--- src/rtl/scsi_seq_pkg.sv ---
package scsi_seq_pkg;

    localparam int ID_W  = 3;
    localparam int BUS_W = 1 << ID_W;
    localparam int EXC_W = 3;

    localparam int EXC_ARB_LOST = 0;
    localparam int EXC_SEL_TO   = 1;
    localparam int EXC_ILLEGAL  = 2;

    typedef enum logic [2:0] {
        K_ARB,
        K_SEL,
        K_IMM,
        K_RESET,
        K_ILLEGAL
    } cmd_kind_e;

    typedef struct packed {
        cmd_kind_e kind;
        logic      atn;
    } cmd_t;

    typedef enum logic [2:0] {
        ST_IDLE,
        ST_POLL,
        ST_WAIT,
        ST_ARB_BEGIN,
        ST_ARB_END,
        ST_SEL_BEGIN,
        ST_SEL_END
    } seq_state_e;

    typedef struct packed {
        logic             bsy;
        logic             sel;
        logic             atn;
        logic [BUS_W-1:0] ids;
    } bus_drv_t;

    typedef struct packed {
        logic accept;
        logic done;
        logic arb_lost;
        logic sel_to;
        logic illegal;
        logic soft_rst;
    } seq_ev_t;

    function automatic cmd_t decode_cmd(input logic [3:0] op, input logic atn);
        cmd_t c;
        c.atn = atn;
        case (op)
            4'd1:                      c.kind = K_ARB;
            4'd2:                      c.kind = K_SEL;
            4'd3, 4'd4, 4'd5, 4'd7:    c.kind = K_IMM;
            4'd6:                      c.kind = K_RESET;
            default:                   c.kind = K_ILLEGAL;
        endcase
        return c;
    endfunction

    function automatic logic [BUS_W-1:0] id_bit(input logic [ID_W-1:0] id);
        return BUS_W'(1) << id;
    endfunction

    // True when any data line above bit 'id' is driven.
    function automatic logic higher_id_seen(input logic [BUS_W-1:0] bus,
                                            input logic [ID_W-1:0]  id);
        logic [BUS_W-1:0] low_mask;
        low_mask = (BUS_W'(2) << id) - BUS_W'(1);
        return |(bus & ~low_mask);
    endfunction

    function automatic int max2(input int a, input int b);
        return (a > b) ? a : b;
    endfunction

endpackage

--- src/rtl/seq_cmd_decode.sv ---
module seq_cmd_decode
    import scsi_seq_pkg::*;
(
    input  logic [3:0] op,
    input  logic       atn,
    output cmd_t       cmd
);
    always_comb cmd = decode_cmd(op, atn);
endmodule

--- src/rtl/seq_delay_timer.sv ---
module seq_delay_timer #(
    parameter int CNT_W = 8
) (
    input  logic             clk,
    input  logic             rst,
    input  logic             load,
    input  logic [CNT_W-1:0] load_val,
    output logic             expire
);
    logic [CNT_W-1:0] cnt;

    always_ff @(posedge clk) begin
        if (rst)               cnt <= '0;
        else if (load)         cnt <= load_val;
        else if (cnt != '0)    cnt <= cnt - CNT_W'(1);
    end

    assign expire = (cnt == CNT_W'(1));

    assert_load_nonzero_R3: assert property (@(posedge clk) disable iff (rst)
        load |-> (load_val != '0));

    assert_expire_single_R3: assert property (@(posedge clk) disable iff (rst)
        (expire && !load) |=> !expire);
endmodule

--- src/rtl/seq_core.sv ---
module seq_core
    import scsi_seq_pkg::*;
#(
    parameter int T_BUS_FREE    = 80,
    parameter int T_SETTLE      = 40,
    parameter int T_BUS_CLEAR   = 80,
    parameter int T_ARB         = 240,
    parameter int T_SEL_TIMEOUT = 25_000_000,
    parameter int CNT_W         = 25
) (
    input  logic              clk,
    input  logic              rst,
    input  logic              cmd_valid,
    input  cmd_t              cmd,
    input  logic [ID_W-1:0]   own_id,
    input  logic [ID_W-1:0]   target_id,
    input  logic              bsy_in,
    input  logic              sel_in,
    input  logic [BUS_W-1:0]  id_bus_in,
    input  logic              tmr_expire,
    output logic              tmr_load,
    output logic [CNT_W-1:0]  tmr_val,
    output bus_drv_t          drv,
    output logic              busy,
    output seq_ev_t           ev
);
    localparam logic [CNT_W-1:0] D_POLL_BUSY = CNT_W'(T_BUS_FREE);
    localparam logic [CNT_W-1:0] D_POLL_FREE = CNT_W'(T_BUS_FREE + T_SETTLE);
    localparam logic [CNT_W-1:0] D_CLEAR     = CNT_W'(T_BUS_CLEAR);
    localparam logic [CNT_W-1:0] D_ARB       = CNT_W'(T_ARB);
    localparam logic [CNT_W-1:0] D_SEL       = CNT_W'(T_SEL_TIMEOUT);

    seq_state_e state, nxt;
    logic       atn_req;
    logic       quiet, win, accept;

    assign quiet  = !bsy_in && !sel_in;
    assign win    = !sel_in && !higher_id_seen(id_bus_in, own_id);
    assign accept = cmd_valid && (state == ST_IDLE);
    assign busy   = (state != ST_IDLE);

    always_comb begin
        ev        = '0;
        ev.accept = accept;
        tmr_load  = 1'b0;
        tmr_val   = '0;
        case (state)
            ST_IDLE: if (accept) begin
                case (cmd.kind)
                    K_IMM:     ev.done = 1'b1;
                    K_RESET:   begin ev.done = 1'b1; ev.soft_rst = 1'b1; end
                    K_ILLEGAL: begin ev.done = 1'b1; ev.illegal  = 1'b1; end
                    default:   ;
                endcase
            end
            ST_POLL: begin
                tmr_load = 1'b1;
                tmr_val  = quiet ? D_POLL_FREE : D_POLL_BUSY;
            end
            ST_ARB_BEGIN: begin
                tmr_load = 1'b1;
                tmr_val  = quiet ? D_ARB : D_CLEAR;
            end
            ST_ARB_END: begin
                ev.done     = 1'b1;
                ev.arb_lost = !win;
            end
            ST_SEL_BEGIN: begin
                tmr_load = 1'b1;
                tmr_val  = D_SEL;
            end
            ST_SEL_END: begin
                ev.done   = 1'b1;
                ev.sel_to = !bsy_in;
            end
            default: ;
        endcase
    end

    always_ff @(posedge clk) begin
        if (rst) begin
            state   <= ST_IDLE;
            nxt     <= ST_IDLE;
            drv     <= '0;
            atn_req <= 1'b0;
        end else begin
            case (state)
                ST_IDLE: if (cmd_valid) begin
                    case (cmd.kind)
                        K_ARB: begin
                            drv   <= '0;
                            state <= ST_POLL;
                        end
                        K_SEL: begin
                            atn_req <= cmd.atn;
                            state   <= ST_SEL_BEGIN;
                        end
                        K_RESET: drv <= '0;
                        default: ;
                    endcase
                end
                ST_POLL: begin
                    nxt   <= quiet ? ST_ARB_BEGIN : ST_POLL;
                    state <= ST_WAIT;
                end
                ST_WAIT: if (tmr_expire) state <= nxt;
                ST_ARB_BEGIN: begin
                    if (quiet) begin
                        drv.bsy <= 1'b1;
                        drv.ids <= id_bit(own_id);
                        nxt     <= ST_ARB_END;
                    end else begin
                        drv <= '0;
                        nxt <= ST_POLL;
                    end
                    state <= ST_WAIT;
                end
                ST_ARB_END: begin
                    if (win) drv.sel <= 1'b1;
                    else     drv     <= '0;
                    state <= ST_IDLE;
                end
                ST_SEL_BEGIN: begin
                    drv.bsy <= 1'b0;
                    drv.sel <= 1'b1;
                    drv.atn <= atn_req;
                    drv.ids <= id_bit(own_id) | id_bit(target_id);
                    nxt     <= ST_SEL_END;
                    state   <= ST_WAIT;
                end
                ST_SEL_END: begin
                    if (bsy_in) begin
                        drv.sel <= 1'b0;
                        drv.ids <= '0;
                    end else begin
                        drv <= '0;
                    end
                    state <= ST_IDLE;
                end
                default: state <= ST_IDLE;
            endcase
        end
    end

    // A win keeps the claim on the bus while SEL goes up.
    assert_win_keeps_claim_R5: assert property (@(posedge clk) disable iff (rst)
        ($rose(drv.sel) && ($past(state) == ST_ARB_END)) |-> (drv.bsy && |(drv.ids & id_bit(own_id))));

    // The end of arbitration is reached only through a timed wait.
    assert_arb_end_after_wait_R5: assert property (@(posedge clk) disable iff (rst)
        (state == ST_ARB_END) |-> ($past(state) == ST_WAIT));

    // Selection drops BSY while it drives SEL.
    assert_select_drops_bsy_R7: assert property (@(posedge clk) disable iff (rst)
        ($past(state) == ST_SEL_BEGIN) |-> (drv.sel && !drv.bsy));
endmodule

--- src/rtl/seq_status.sv ---
module seq_status
    import scsi_seq_pkg::*;
(
    input  logic             clk,
    input  logic             rst,
    input  seq_ev_t          ev,
    input  logic             exc_ack,
    output logic             done,
    output logic [EXC_W-1:0] flags,
    output logic             irq
);
    logic [EXC_W-1:0] set_bits;

    always_comb begin
        set_bits               = '0;
        set_bits[EXC_ARB_LOST] = ev.arb_lost;
        set_bits[EXC_SEL_TO]   = ev.sel_to;
        set_bits[EXC_ILLEGAL]  = ev.illegal;
    end

    always_ff @(posedge clk) begin
        if (rst) begin
            done  <= 1'b0;
            flags <= '0;
            irq   <= 1'b0;
        end else begin
            if (ev.done)        done <= 1'b1;
            else if (ev.accept) done <= 1'b0;

            if (ev.soft_rst) begin
                flags <= '0;
                irq   <= 1'b0;
            end else begin
                flags <= (exc_ack ? '0 : flags) | set_bits;
                if (|set_bits)   irq <= 1'b1;
                else if (exc_ack) irq <= 1'b0;
            end
        end
    end

    assert_flags_sticky_R12: assert property (@(posedge clk) disable iff (rst)
        ((flags != '0) && !exc_ack && !ev.soft_rst) |=> ((flags & $past(flags)) == $past(flags)));
endmodule

--- src/rtl/scsi_init_seq.sv ---
module scsi_init_seq
    import scsi_seq_pkg::*;
#(
    parameter int T_BUS_FREE    = 80,
    parameter int T_SETTLE      = 40,
    parameter int T_BUS_CLEAR   = 80,
    parameter int T_ARB         = 240,
    parameter int T_SEL_TIMEOUT = 25_000_000
) (
    input  logic             clk,
    input  logic             rst,
    input  logic             cmd_valid,
    input  logic [3:0]       cmd_op,
    input  logic             cmd_atn,
    input  logic [ID_W-1:0]  own_id,
    input  logic [ID_W-1:0]  target_id,
    input  logic             exc_ack,
    input  logic             bsy_in,
    input  logic             sel_in,
    input  logic [BUS_W-1:0] id_bus_in,
    output logic             bsy_out,
    output logic             sel_out,
    output logic             atn_out,
    output logic [BUS_W-1:0] id_bus_out,
    output logic             seq_busy,
    output logic             cmd_done,
    output logic             exc_irq,
    output logic [EXC_W-1:0] exc_flags
);
    localparam int MAX_DLY = max2(max2(T_BUS_FREE + T_SETTLE, T_BUS_CLEAR),
                                  max2(T_ARB, T_SEL_TIMEOUT));
    localparam int CNT_W   = $clog2(MAX_DLY + 1);

    cmd_t             cmd;
    bus_drv_t         drv;
    seq_ev_t          ev;
    logic             tmr_load, tmr_expire;
    logic [CNT_W-1:0] tmr_val;

    seq_cmd_decode u_dec (
        .op  (cmd_op),
        .atn (cmd_atn),
        .cmd (cmd)
    );

    seq_delay_timer #(.CNT_W(CNT_W)) u_tmr (
        .clk      (clk),
        .rst      (rst),
        .load     (tmr_load),
        .load_val (tmr_val),
        .expire   (tmr_expire)
    );

    seq_core #(
        .T_BUS_FREE    (T_BUS_FREE),
        .T_SETTLE      (T_SETTLE),
        .T_BUS_CLEAR   (T_BUS_CLEAR),
        .T_ARB         (T_ARB),
        .T_SEL_TIMEOUT (T_SEL_TIMEOUT),
        .CNT_W         (CNT_W)
    ) u_core (
        .clk        (clk),
        .rst        (rst),
        .cmd_valid  (cmd_valid),
        .cmd        (cmd),
        .own_id     (own_id),
        .target_id  (target_id),
        .bsy_in     (bsy_in),
        .sel_in     (sel_in),
        .id_bus_in  (id_bus_in),
        .tmr_expire (tmr_expire),
        .tmr_load   (tmr_load),
        .tmr_val    (tmr_val),
        .drv        (drv),
        .busy       (seq_busy),
        .ev         (ev)
    );

    seq_status u_stat (
        .clk     (clk),
        .rst     (rst),
        .ev      (ev),
        .exc_ack (exc_ack),
        .done    (cmd_done),
        .flags   (exc_flags),
        .irq     (exc_irq)
    );

    assign bsy_out    = drv.bsy;
    assign sel_out    = drv.sel;
    assign atn_out    = drv.atn;
    assign id_bus_out = drv.ids;

    assert_arb_releases_R2: assert property (@(posedge clk) disable iff (rst)
        (cmd_valid && !seq_busy && cmd_op == 4'd1) |=>
            (!bsy_out && !sel_out && !atn_out && id_bus_out == '0 && seq_busy));

    assert_loss_releases_R6: assert property (@(posedge clk) disable iff (rst)
        $rose(exc_flags[EXC_ARB_LOST]) |-> (!bsy_out && !sel_out && id_bus_out == '0 && exc_irq));

    assert_timeout_releases_R8: assert property (@(posedge clk) disable iff (rst)
        $rose(exc_flags[EXC_SEL_TO]) |->
            (!seq_busy && !bsy_out && !sel_out && !atn_out && id_bus_out == '0));

    assert_done_when_idle_R9: assert property (@(posedge clk) disable iff (rst)
        cmd_done |-> !seq_busy);

    assert_illegal_untouched_R11: assert property (@(posedge clk) disable iff (rst)
        (cmd_valid && !seq_busy && (cmd_op == 4'd0 || cmd_op[3])) |=>
            ($stable(bsy_out) && $stable(sel_out) && $stable(atn_out) && $stable(id_bus_out)));
endmodule

--- config.mk ---
export PLATFORM = sky130hd
export DESIGN_NAME = scsi_init_seq
export DESIGN_NICKNAME = d
export VERILOG_FILES = /design/src/rtl/scsi_seq_pkg.sv /design/src/rtl/seq_cmd_decode.sv /design/src/rtl/seq_delay_timer.sv /design/src/rtl/seq_core.sv /design/src/rtl/seq_status.sv /design/src/rtl/scsi_init_seq.sv
export SDC_FILE = /design/constraint.sdc
export NUM_CORES = 1
export LEC_CHECK = 0
export BUFFER_PORTS_ARGS = -buffer_cell sky130_fd_sc_hd__buf_2
export CAP_MARGIN = 5
export CORE_MARGIN = 1
export CORE_UTILIZATION = 25
export CTS_CLUSTER_SIZE = 10
export DETAILED_ROUTE_END_ITERATION = 16
export GPL_TIMING_DRIVEN = 0
export PLACE_DENSITY = 0.5
export REMOVE_ABC_BUFFERS = 1
export SLEW_MARGIN = 20
export SYNTH_ARGS = -nofsm -noshare
export SYNTH_HDL_FRONTEND = slang
export SYNTH_SLANG_ARGS = --single-unit
--- constraint.sdc ---
create_clock -name clk -period 2.2 [get_ports clk]
set_clock_uncertainty 0.2 [all_clocks]
set_input_delay 0.11 -clock clk [delete_from_list [all_inputs] [get_ports clk]]
set_output_delay 0.11 -clock clk [all_outputs]
set_load 0.01 [all_outputs]
==> run_results.csv <==
group,metric,value,unit
floorplan,die_w,107,um
layout,fin_cells,534,
floorplan,start_util,25.6,%
critical_path,worst-path-max-fanout,3,
clock_network,cts_tree,"built",
synthesis,synth_ff_type,"dfxtp_1",
detailed_routing,ant_nets,0,
clock_network,clk_latency,0.30,ns
layout,postLayoutCellArea,0.00350,sq mm
synthesis,synthAdderAreaFrac,1.36,%
timing,grt_setup_unrepaired,"yes",
critical_path,path_class,"flop to flop",
critical_path,r2r-start,"u_tmr.cnt[23]$_SDFFE_PP0P_",
clock_network,cts.clk_slew.worst_paths,0.09,ns
synthesis,ys_warn_count,0,
critical_path,path_cells,"or4_4 > or2_4 > or4_4 > nand3_2 > mux2i_1",
layout,postLayoutCoreUtil,32.5,%
critical_path,timing.rr.end,"u_tmr.cnt[15]$_SDFFE_PP0P_",
critical_path,critical_path.max_stage_delay,0.56,ns
layout,layout_common_cells,"nor2_1 (45), buf_2 (40), dfxtp_1 (35), a21oi_1 (24), nand2_1 (19)",
min_path,hold_path_end,"u_stat.flags[1]$_SDFF_PP0_",
synthesis,synthSimpleGateAreaFrac,31.8,%
timing,max_freq,0.451,GHz
critical_path,reg2reg_setup_slack,-0.02,ns
detailed_routing,vias,2773,
critical_path,worstPathRequired,2.24,ns
global_routing,track_usage,13.8,%
floorplan,io_pins,42,
layout,syn2layout_area_growth,26.9,%
clock_network,ctsLongestPathBuffers,2,
critical_path,endpoint_kind,"flop",
critical_path,arrival,2.26,ns
synthesis,synth-edff-count,0,
min_path,worstHoldStart,"bsy_in",
synthesis,synth_seq_cells,48,
synthesis,netlist_top_cells_area,"dfxtp_1 (35%), nor2_1 (6.4%), a21oi_1 (4.5%)",
synthesis,synth_top_family_by_area,"simple AND/OR/NAND/NOR gates",
global_routing,grtUsageMet3,1.76,%
detailed_routing,vias_per_cell,5.19,
synthesis,synth_xor_xnor_area_share,4.12,%
clock_network,numClockSinks,48,
synthesis,synth_top_area_cell,"dfxtp_1",
min_path,whs_path_depth,3,
synthesis,synthCells,349,
detailed_routing,routed_wl,7540,um
power_and_ir_drop,p_leak,1.32,nW
synthesis,yosys.cell_types.count,59,
power_and_ir_drop,powerDensity,1160,mW/mm^2
global_routing,antenna_found_initial,0,
timing,setup_violations,1,
detailed_routing,wl_per_cell,14.1,um
timing,relSlewSlack,48.8,%
detailed_routing,firstDrtPassIters,4,
synthesis,synth_area,0.00276,sq mm
global_routing,grt_pass1_vias,2639,
global_routing,grt_pass1_wl,12800,um
timing,worstMarginPinSlew,0.767,ns
timing,period_needed,2.22,ns
layout,n_antenna_cell,0,
clock_network,clockRootBuffer,"clkbuf_8",
detailed_routing,route.detailed.drc,0,
floorplan,core,0.0108,sq mm
run_status,outcome,"finished with violations",
placement,place_congestion,0.807,
synthesis,synth_top_area_share,34.8,%
timing,slew_violations,0,
power_and_ir_drop,ir_drop,536,uV
synthesis,synth_compound_area_share,22.7,%
synthesis,async_flop_share,0,%
clock_network,cts_htree_levels,2,
timing,period_share,101,%
global_routing,grt-busiest-layer,"met2",
critical_path,cp_top_family,"simple AND/OR/NAND/NOR gates",
global_routing,grt_max_degree,22,
synthesis,muxShareOfSynthArea,1.09,%
min_path,hp-class,"primary input to flop",
global_routing,overflow,0,
floorplan,die_h,107,um
run_status,violations,"negative setup slack",
placement,place_area,0.00306,sq mm
timing,hold_viol_final,0,
run,cap_violations,0,
critical_path,crit_slowest_cell,"or4_4",
synthesis,synth-seq-area-share,34.8,%
critical_path,cp_num_buf_inv,0,
layout,final_common_cell,"nor2_1",
layout,fill_cells,1148,
floorplan,die-area,0.0115,sq mm
detailed_routing,drt-initial-drc-count,122,
critical_path,cpMostUsedCell,"or4_4",
layout,finish.net_count,421,
timing,setup_ws,-0.0196,ns
placement,placed_cells,510,
global_routing,met1_usage,19.1,%
floorplan,rows,38,
clock_network,cts-buffers-inserted,5,
placement,dpl.hpwl,5090,um
critical_path,worst_r2r_path_depth,5,
placement,io_buffers,40,
global_routing,use_met2,21.9,%
critical_path,start_kind,"flop",
layout,drive_above_1_share,29.4,%
synthesis,synth_area_per_cell,7.92,sq um
[cells in the mapped netlist (5+ instances only)]
| cell | number |
|---|---|
| a21oi_1 | 25 |
| or3_1 | 10 |
| nor3_1 | 8 |
| nor2b_1 | 11 |
| o21ai_0 | 13 |
| nand4_1 | 6 |
| nor4_1 | 5 |
| inv_1 | 10 |
| nand3_1 | 14 |
| xnor2_1 | 11 |
| a31oi_1 | 11 |
| dfxtp_1 | 48 |
| nand2b_1 | 6 |
| nor2_1 | 47 |
| a211oi_1 | 11 |
| clkbuf_1 | 15 |
| nand2_1 | 20 |
[sequential cells by signal, indices dropped and copies added (netlist names)]
register,count
u_tmr.cnt,25
u_stat.done,1
u_core.atn_req,1
u_core.nxt,3
u_stat.irq,1
u_core.drv,11
u_core.state,3
u_stat.flags,3
[layout make-up]
class	instances	area (sq um)	share of cell area, %
clock inverter	2	10.0	0.286
clock buffer	6	82.6	2.36
timing repair buffer	56	340	9.71
inverter	10	37.5	1.07
multi-input combinational	272	1880	53.6
tap	140	175	5.00
sequential	48	982	28.0
[logic make-up (layout without fill, tap and decap cells)]
group                      Yosys count  after routing
muxes                                3              3
DFF                                 48             48
adders and majority gates            3              3
and+or+nand+nor                    159            159
xor gates and xnor gates            13             13
buffers and inverters               29             74
AOI/OAI and AO/OA                   94             94
[stage by stage]
step	total power, mW	worst slack (ns)	hold WS, ns	setup TNS, ns
final	4.06	-0.0196	0.0214	-0.0196
after global routing	4.37	-0.0749	0.0463	-0.302
after CTS	3.74	-0.0220	0.00760	-0.0399
after detailed placement	2.79	-0.940	0.172	-12.62
after global placement	2.76	-0.920	0.173	-12.11
after floorplan	2.43	-0.195	-0.0209	-0.230
[power by group]
part / internal [mW] / leakage, nW / switching, mW
Clock: 0.252 / 0.0510 / 0.304
Sequential: 1.05 / 0.397 / 0.213
Combinational: 1.16 / 0.875 / 1.08
[tightest hold or removal path, cell delays in order]
cell and delay, ns:
buf_2 0.15, nand3b_1 0.16, a21oi_1 0.07
[layer usage]
layer / vias up / share of wire (%)
met3: 8 / 2.3
li1: 1384 / -
met4: 0 / 1.2
met5: - / 0
met1: 1340 / 51
met2: 41 / 46
[how the worst max path moves through the flow]
stage,from,to,cells after the start
floorplan,own_id[2],u_core.drv[8]$_SDFFE_PP0P_,8
global placement,own_id[2],u_core.drv[8]$_SDFFE_PP0P_,9
detailed placement,own_id[2],u_core.drv[8]$_SDFFE_PP0P_,9
CTS,u_tmr.cnt[23]$_SDFFE_PP0P_,u_tmr.cnt[15]$_SDFFE_PP0P_,5
global route,u_tmr.cnt[5]$_SDFFE_PP0P_,u_tmr.cnt[14]$_SDFFE_PP0P_,6
finish,u_tmr.cnt[23]$_SDFFE_PP0P_,u_tmr.cnt[15]$_SDFFE_PP0P_,5
[repair_timing]
action	CTS	global route
setup buffers	7	6
setup endpoints to repair	37	32
hold buffers	3	0
hold endpoints to repair	4	0
resized for setup	34	23
pin swaps	6	7
Note: power is estimated with default switching activity, not from simulation.
